==> config.mk <==
export PLATFORM = sky130hd
export DESIGN_NAME = xp_cfg_ctrl
export DESIGN_NICKNAME = d
export VERILOG_FILES = /design/src/rtl/xp_cfg_pkg.sv /design/src/rtl/xp_hold_rank.sv /design/src/rtl/xp_active_rank.sv /design/src/rtl/xp_cfg_ctrl.sv
export SDC_FILE = /design/constraint.sdc
export NUM_CORES = 1
export LEC_CHECK = 0
export BUFFER_PORTS_ARGS = -buffer_cell sky130_fd_sc_hd__buf_2
export CAP_MARGIN = 20
export CORE_AREA = 2 2 138 126
export CTS_CLUSTER_DIAMETER = 120
export DETAILED_ROUTE_END_ITERATION = 8
export DIE_AREA = 0 0 140 128
export PLACE_DENSITY = 0.65
export SYNTH_ARGS = -nofsm -noshare
export SYNTH_HDL_FRONTEND = slang
export SYNTH_SLANG_ARGS = --single-unit
==> constraint.sdc <==
create_clock -name clk -period 0.8 [get_ports clk]
set_clock_uncertainty 0.1 [all_clocks]
set_input_delay 0 -clock clk [delete_from_list [all_inputs] [get_ports clk]]
set_output_delay 0 -clock clk [all_outputs]
set_load 0.02 [all_outputs]
==> src/rtl/xp_cfg_pkg.sv <==
package xp_cfg_pkg;

    // Load-mode encoding of ser_par_n.
    typedef enum logic {
        LOAD_SERIAL   = 1'b0,
        LOAD_PARALLEL = 1'b1
    } load_mode_e;

    // Lowest chain position of output o's group. The first group shifted
    // (highest output) ends at the far end of the chain.
    function automatic int unsigned grp_base(input int unsigned n_out,
                                             input int unsigned grp_w,
                                             input int unsigned o);
        return grp_w * (n_out - 1 - o);
    endfunction

endpackage

==> src/rtl/xp_hold_rank.sv <==
module xp_hold_rank
    import xp_cfg_pkg::*;
#(
    parameter int unsigned N_OUT = 16,
    parameter int unsigned SEL_W = 4,
    localparam int unsigned GRP_W   = SEL_W + 1,
    localparam int unsigned CHAIN_W = N_OUT * GRP_W,
    localparam int unsigned ADDR_W  = $clog2(N_OUT)
) (
    input  logic               clk,
    input  logic               ce_n,
    input  logic               ser_par_n,
    input  logic               sdi,
    input  logic               par_wr,
    input  logic [ADDR_W-1:0]  par_addr,
    input  logic [SEL_W-1:0]   par_sel,
    input  logic               par_en,
    output logic [CHAIN_W-1:0] hold_q,
    output logic               sdo
);

    logic [CHAIN_W-1:0] hold_d;

    always_comb begin
        hold_d = hold_q;
        if (!ce_n) begin
            if (load_mode_e'(ser_par_n) == LOAD_SERIAL) begin
                // New bit enters at the top; the oldest bit leaves at bit 0.
                hold_d = {sdi, hold_q[CHAIN_W-1:1]};
            end else if (par_wr) begin
                for (int o = 0; o < N_OUT; o++) begin
                    if (par_addr == ADDR_W'(o)) begin
                        hold_d[grp_base(N_OUT, GRP_W, o) +: GRP_W] = {par_en, par_sel};
                    end
                end
            end
        end
    end

    // The holding rank has no reset: its power-up content is undefined.
    always_ff @(negedge clk) begin
        hold_q <= hold_d;
    end

    assign sdo = hold_q[0];

endmodule

==> src/rtl/xp_active_rank.sv <==
module xp_active_rank
    import xp_cfg_pkg::*;
#(
    parameter int unsigned N_OUT = 16,
    parameter int unsigned SEL_W = 4,
    localparam int unsigned GRP_W   = SEL_W + 1,
    localparam int unsigned CHAIN_W = N_OUT * GRP_W
) (
    input  logic                     clk,
    input  logic                     rst_n,
    input  logic                     ce_n,
    input  logic                     upd_n,
    input  logic [CHAIN_W-1:0]       hold_i,
    output logic [N_OUT*SEL_W-1:0]   act_sel,
    output logic [N_OUT-1:0]         act_en
);

    typedef struct packed {
        logic [N_OUT-1:0]       en;
        logic [N_OUT*SEL_W-1:0] sel;
    } act_t;

    act_t act_d, act_q;

    always_comb begin
        act_d = act_q;
        if (!upd_n && !ce_n) begin
            for (int o = 0; o < N_OUT; o++) begin
                act_d.sel[o*SEL_W +: SEL_W] = hold_i[grp_base(N_OUT, GRP_W, o) +: SEL_W];
                act_d.en[o]                 = hold_i[grp_base(N_OUT, GRP_W, o) + SEL_W];
            end
        end
    end

    // Reset clears only the enables; the stored selects survive.
    always_ff @(posedge clk or negedge rst_n) begin
        if (!rst_n) begin
            act_q.en <= '0;
        end else begin
            act_q <= act_d;
        end
    end

    assign act_sel = act_q.sel;
    assign act_en  = act_q.en;

endmodule

==> src/rtl/xp_cfg_ctrl.sv <==
module xp_cfg_ctrl
    import xp_cfg_pkg::*;
#(
    parameter int unsigned N_OUT = 16,
    parameter int unsigned SEL_W = 4,
    localparam int unsigned GRP_W   = SEL_W + 1,
    localparam int unsigned CHAIN_W = N_OUT * GRP_W,
    localparam int unsigned ADDR_W  = $clog2(N_OUT)
) (
    input  logic                   clk,
    input  logic                   rst_n,
    input  logic                   ce_n,
    input  logic                   ser_par_n,
    input  logic                   upd_n,
    input  logic                   sdi,
    output logic                   sdo,
    input  logic [ADDR_W-1:0]      par_addr,
    input  logic [SEL_W-1:0]       par_sel,
    input  logic                   par_en,
    input  logic                   par_wr,
    output logic [N_OUT*SEL_W-1:0] sel_o,
    output logic [N_OUT-1:0]       en_o
);

    logic [CHAIN_W-1:0]     hold_q;
    logic [N_OUT*SEL_W-1:0] act_sel;
    logic [N_OUT-1:0]       act_en;

    xp_hold_rank #(.N_OUT(N_OUT), .SEL_W(SEL_W)) u_hold (
        .clk       (clk),
        .ce_n      (ce_n),
        .ser_par_n (ser_par_n),
        .sdi       (sdi),
        .par_wr    (par_wr),
        .par_addr  (par_addr),
        .par_sel   (par_sel),
        .par_en    (par_en),
        .hold_q    (hold_q),
        .sdo       (sdo)
    );

    xp_active_rank #(.N_OUT(N_OUT), .SEL_W(SEL_W)) u_act (
        .clk     (clk),
        .rst_n   (rst_n),
        .ce_n    (ce_n),
        .upd_n   (upd_n),
        .hold_i  (hold_q),
        .act_sel (act_sel),
        .act_en  (act_en)
    );

    // A disabled output routes nothing: its select field reads zero.
    for (genvar o = 0; o < N_OUT; o++) begin : g_out
        assign sel_o[o*SEL_W +: SEL_W] = act_en[o] ? act_sel[o*SEL_W +: SEL_W] : '0;
    end

    assign en_o = act_en;

endmodule

==> results.py, run 1 <==
metrics = {
    "run_status": {
        "outcome": "finished, violations left",
        "violations": "DRC, setup timing",
    },
    "yosys": {
        "synthCells": 466,
        "synth_top_area_share_pct": 66.8,
        "synth_area_leader_cell": "edfxtp_1",
        "synth_edf_count": 144,
        "synth_cell_type_count": 22,
        "synth_common_cells": "144 x edfxtp_1, 81 x inv_1, 80 x o21ai_0",
        "synth_area_leaders": "edfxtp_1 67%, and2_1 6.3%, dfrtp_1 6.2%, o21ai_0 6.2%, inv_1 4.7%",
        "syn-cell-area_sq_mm": 0.00647,
        "synth_flop_cell": "edfxtp_1",
        "synth_fp_nets": 482,
        "ys.warnings.count": 0,
        "synth_most_common_cell": "edfxtp_1",
        "ys_seq_elements": 160,
        "synth-async-reset-ratio_pct": 10.0,
        "avgSynthCellArea_sq_um": 13.9,
        "synth-seq-area-share_pct": 73.0,
    },
    "critical_path": {
        "path_buf_inv": 1,
        "crit_required_ps": 700,
        "r2r_cells": 1,
        "cp_max_fo": 2,
        "cpPeakStageDelay_ps": 440,
        "crit_chain": "buf_6",
        "startpoint_type": "register",
        "worstPathArrival_ps": 1470,
        "path_class": "register to output port",
        "end_kind": "output port",
        "path_depth": 1,
        "cpLargestDelayFamily": "flip-flops",
        "crit_slowest_cell": "edfxtp_1",
    },
    "placement": {
        "dpl_cell_area_sq_mm": 0.00773,
        "gp_congestion": 0.809,
        "dpl.cell_count": 782,
        "hpwl_mm": 9.49,
        "place_ws_ps": -1100,
        "portBuffers": 96,
    },
    "route": {
        "drt-initial-drc-count": 425,
        "wire_per_inst_um": 20.8,
        "dr.pass1.iters": 9,
        "vias": 5100,
        "drc": 5,
        "vias_per_cell": 5.20,
        "routed_wl_mm": 20.4,
        "antenna_left": 0,
    },
    "clocking": {
        "numCtsBuffers": 17,
        "clk_latency_ps": 490,
        "cts_tree": "done",
        "cts_sinks": 160,
        "cts_buffer_depth": 2,
        "path_clk_slew_ps": 70,
        "htree_levels": 4,
        "cts_root_buffer": "clkbuf_16",
    },
    "grt": {
        "grt_pass1_vias": 5343,
        "grt_pass1_wl_mm": 29.5,
        "grt.overflow.total": 0,
        "grt_start_max_net_pins": 18,
        "antenna_found_initial": 0,
        "track_usage_pct": 22.2,
    },
    "final_layout": {
        "antennaDiodeCount": 0,
        "drive_above_1_share_pct": 65.6,
        "utilization_pct": 66.8,
        "final_area_sq_mm": 0.0111,
        "final_nets": 773,
        "n_fill_cell": 1030,
        "area_growth_pct": 71.4,
        "finalNonFillerCells": 981,
    },
    "timing": {
        "rsz0062_at_grt": "yes",
        "whs_ps": 48.3,
        "setup_ws_ps": -769,
        "setup_viol": 363,
        "tightestPinTransition_ps": 379,
        "hold_viol_final": 0,
        "maxSlewHeadroom_pct": 74.7,
        "slew_viol_final": 0,
        "setup-tns-final_ps": -128950,
    },
    "die": {
        "start_util_pct": 39.0,
        "die_height_um": 128,
        "die_area_sq_mm": 0.0179,
        "top_level_ports": 97,
        "die_width_um": 140,
        "fp.coreArea_sq_mm": 0.0166,
        "num_rows": 45,
    },
    "pwr": {
        "power_leakage_nw": 4.71,
        "ir_worst_vdd_v": 0.00156,
        "p_per_area_mw_per_mm2": 2160,
        "fin_total_pwr_mw": 24.0,
    },
    "hold_path": {
        "hold_class": "input pin to async pin",
    },
    "flow_run": {
        "maxCapViolations": 0,
    },
}
metal layers:
layer / global-route usage, % / vias to the layer above / part of all wire [%]
met5: 0 / - / 0
met3: 5.30 / 45 / 5.8
li1: - / 2226 / -
met2: 38.7 / 232 / 52
met1: 26.9 / 2597 / 39
met4: 8.56 / 0 / 2.7
area by class of cell:
cell class	count	area (sq um)	area share [%]
Sequential cell	160	4740	42.8
Timing Repair Buffer	213	2620	23.6
Multi-Input combinational cell	205	2290	20.6
Clock buffer	20	479	4.32
Clock inverter	92	378	3.40
Inverter	80	325	2.93
Tap cell	211	264	2.38
final timing paths:
path / startpoint / to / slack [ps]
min reg2reg: u_hold.hold_q[42]$_DFFE_NP_ / u_hold.hold_q[41]$_DFFE_NP_ / 480
min: rst_n / u_act.act_en[2]$_DFFE_PN0P_ / 50
max reg2reg: u_hold.hold_q[74]$_DFFE_NP_ / u_act.act_en[1]$_DFFE_PN0P_ / -570
max in group asynchronous: rst_n / u_act.act_en[7]$_DFFE_PN0P_ / 270
max: u_hold.hold_q[0]$_DFFE_NP_ / sdo / -770
min in group clk: upd_n / u_act.act_en[0]$_DFFE_PN0P_ / 70
power breakdown:
group	internal, mW	switching, mW	leakage (nW)	total [mW]
Clock	4.87	4.74	0.695	9.62
Sequential	9.66	0.399	1.51	10.1
Combinational	2.31	2.00	2.51	4.30
kinds of logic after synthesis:
kind of cell,share of synthesized area (%)
flip-flops,73.0
buffers and inverters,6.80
AO/OA/AOI/OAI,8.19
AND/OR/NAND/NOR,9.26
multiplexers,2.78
registers in the layout, summed over array words and instances (netlist names):
register / flops
u_act.act_sel: 64
u_hold.hold_q: 80
u_act.act_en: 16
cell usage in the layout, fill, tap and decap left out, types with 9 or more instances in the layout:
cell type  count
inv_1        101
buf_4         21
buf_2          9
nand2_8       10
clkbuf_16     21
o21ai_1       12
inv_2         50
buf_12        11
edfxtp_1     144
and2_4        65
a211oi_4      16
inv_4         12
o21ai_2       66
mux2_4        14
buf_6        147
buf_16        13
dfrtp_2       16
timing repair:
action | 4_1_cts | 5_1_grt
pin swaps | 48 | 32
endpoints found under the hold margin | 16 | 0
buffers inserted | 66 | 35
hold buffers | 1 | 0
endpoints found under the setup margin | 379 | 385
resized for setup | 398 | 121
gates cloned | 20 | 2
No activity file was read; power rests on OpenSTA's default activity.
==> run 2, diff against run 1 <==
--- a/config.mk
+++ b/config.mk
@@ -7,10 +7,12 @@
 export LEC_CHECK = 0
 export BUFFER_PORTS_ARGS = -buffer_cell sky130_fd_sc_hd__buf_2
 export CAP_MARGIN = 20
-export CORE_AREA = 2 2 138 126
+export CORE_AREA = 2 2 131 133
+export CTS_BUF_LIST = sky130_fd_sc_hd__clkbuf_8 sky130_fd_sc_hd__clkbuf_16
 export CTS_CLUSTER_DIAMETER = 120
+export CTS_CLUSTER_SIZE = 25
 export DETAILED_ROUTE_END_ITERATION = 8
-export DIE_AREA = 0 0 140 128
+export DIE_AREA = 0 0 133 135
 export PLACE_DENSITY = 0.65
 export SYNTH_ARGS = -nofsm -noshare
 export SYNTH_HDL_FRONTEND = slang
==> run 2 against run 1 <==
Compared with the run above: the flow finishes with violations (setup timing); die area up 0.20%; hold slack improved by 9.2 ps; power up 2.2%; critical endpoint unchanged.
==> results.py, run 2 (same netlist as run 1, synthesis figures left out) <==
metrics = {
    "run_status": {
        "outcome": "finished, violations left",
        "violations": "setup timing",
    },
    "critical_path": {
        "cp_max_fo": 2,
        "timing.rr.end": "u_act.act_en[9]$_DFFE_PN0P_",
        "reg2reg_slack_ps": -560,
        "cpPeakStageDelay_ps": 410,
        "r2r_cells": 1,
        "crit_required_ps": 700,
        "path_class": "register to output port",
        "cpLargestDelayFamily": "flip-flops",
        "startpoint_type": "register",
        "r2r-start": "u_hold.hold_q[34]$_DFFE_NP_",
        "worstPathArrival_ps": 1430,
        "path_buf_inv": 1,
        "crit_chain": "buf_6",
        "crit_slowest_cell": "edfxtp_1",
        "end_kind": "output port",
    },
    "grt": {
        "grtUsageMet2_pct": 38.5,
        "use_met3_pct": 4.62,
        "grt_pass1_wl_mm": 28.8,
        "grt_start_max_net_pins": 34,
        "grt.busiest_layer": "met2",
        "grt.overflow.total": 0,
        "track_usage_pct": 21.8,
        "antenna_found_initial": 0,
        "grt_pass1_vias": 5184,
        "grt_use_met1_pct": 25.2,
    },
    "route": {
        "wire_per_inst_um": 20.3,
        "routed_wl_mm": 20.3,
        "drt-initial-drc-count": 392,
        "vias_per_cell": 5.11,
        "dr.pass1.iters": 5,
        "drc": 0,
        "antenna_left": 0,
        "vias": 5116,
    },
    "timing": {
        "hold_viol_final": 0,
        "maxSlewHeadroom_pct": 73.6,
        "setup_viol": 385,
        "slew_viol_final": 0,
        "setup_ws_ps": -730,
        "rsz0062_at_grt": "yes",
        "tightestPinTransition_ps": 394,
    },
    "die": {
        "top_level_ports": 97,
        "fp.coreArea_sq_mm": 0.0164,
        "die_height_um": 135,
        "die_width_um": 133,
        "start_util_pct": 39.5,
        "die_area_sq_mm": 0.0180,
        "num_rows": 47,
    },
    "final_layout": {
        "seqCellArea_sq_mm": 0.00474,
        "drive_above_1_share_pct": 64.3,
        "multi_input_area_sq_mm": 0.00234,
        "largest_reg_flops": 80,
        "utilization_pct": 67.8,
        "finalNonFillerCells": 1001,
        "layout_common_cells": "144 x edfxtp_1, 124 x inv_1, 106 x buf_6",
        "layout_commonest_cell": "edfxtp_1",
        "area_growth_pct": 71.8,
        "n_fill_cell": 1019,
        "final_area_sq_mm": 0.0111,
        "final_nets": 784,
        "top_register": "u_hold.hold_q",
        "antennaDiodeCount": 0,
    },
    "pwr": {
        "ir_worst_vdd_v": 0.00164,
        "power_leakage_nw": 4.79,
        "switching_share_pct": 29.1,
        "clock_power_share_pct": 41.4,
        "switchingPower_mw": 7.12,
        "p_int_mw": 17.4,
        "p_per_area_mw_per_mm2": 2200,
        "share_comb_of_total_power_pct": 17.6,
        "pwr-share-seq_pct": 41.0,
    },
    "placement": {
        "portBuffers": 96,
        "dpl.cell_count": 800,
        "hpwl_mm": 9.65,
        "gp_congestion": 0.770,
        "dpl_cell_area_sq_mm": 0.00784,
    },
    "flow_run": {
        "maxCapViolations": 0,
    },
    "clocking": {
        "numCtsBuffers": 17,
        "cts_sinks": 160,
        "path_clk_slew_ps": 70,
        "htree_levels": 4,
        "cts_tree": "done",
        "clk_latency_ps": 480,
        "cts_root_buffer": "clkbuf_16",
        "cts_buffer_depth": 2,
    },
    "hold_path": {
        "hold_class": "input pin to async pin",
    },
}
-- run 2: changes by cell type in the layout (fill, tap and decap cells not counted), sizes merged --
cell | previous run | this run
buf | 208 | 220
clkbuf | 24 | 22
inv | 166 | 167
bufbuf | 0 | 1
clkinvlp | 4 | 2
bufinv | 0 | 1
-- run 2: per-layer routing --
layer,part of all wire [%],vias to the layer above,wire [um]
li1,-,2256,-
met1,37,2521,7490
met2,52,266,10500
met3,7.0,73,1420
met4,4.4,0,899
met5,0,-,0
-- run 2: cell type report --
| cell class | count | area share, % |
|---|---|---|
| Clock inverter | 92 | 3.63 |
| Tap cell | 220 | 2.47 |
| Sequential cell | 160 | 42.6 |
| Inverter | 80 | 2.74 |
| Multi-Input combinational cell | 205 | 21.0 |
| Timing Repair Buffer | 224 | 23.0 |
| Clock buffer | 20 | 4.50 |
-- run 2: per-stage QoR --
step | setup slack (ps) | hold slack [ps] | power (mW) | setup TNS [ps]
3_3_place_gp | -1080 | -64.3 | 13.0 | -210240
4_1_cts | -710 | 62.3 | 23.7 | -128770
3_5_place_dp | -1110 | -58.4 | 13.1 | -214130
6_report | -730 | 57.5 | 24.5 | -132290
5_1_grt | -761 | 79.6 | 25.2 | -137590
2_1_floorplan | -925 | -396 | 12.2 | -172200
-- run 2: worst max-delay path by stage --
stage               slack [ps]  cells after the start                     endpoint                        from
floorplan                 -930                      3  u_hold.hold_q[55]$_DFFE_NP_                 par_addr[3]
global placement         -1080                      3  u_hold.hold_q[76]$_DFFE_NP_                   ser_par_n
detailed placement       -1110                      3  u_hold.hold_q[35]$_DFFE_NP_                 par_addr[0]
CTS                       -710                      1                          sdo  u_hold.hold_q[0]$_DFFE_NP_
global route              -760                      1                          sdo  u_hold.hold_q[0]$_DFFE_NP_
finish                    -730                      1                          sdo  u_hold.hold_q[0]$_DFFE_NP_
-- run 2: power groups by stage --
stage	registers, mW	clock network (mW)	logic, mW
2_1_floorplan	10.1	0.602	1.47
5_1_grt	10.1	10.6	4.51
4_1_cts	10.0	9.73	3.96
6_report	10.0	10.1	4.32
3_5_place_dp	10.1	0.602	2.38
3_3_place_gp	10.1	0.602	2.34
-- run 2: timing repair --
item                                   CTS  global route
endpoints found under the hold margin   16             0
gates cloned                            13             2
pin swaps                               37            21
resized for setup                      384            82
hold buffers                             1             0
setup endpoints to repair              370           385
setup buffers                           65            49
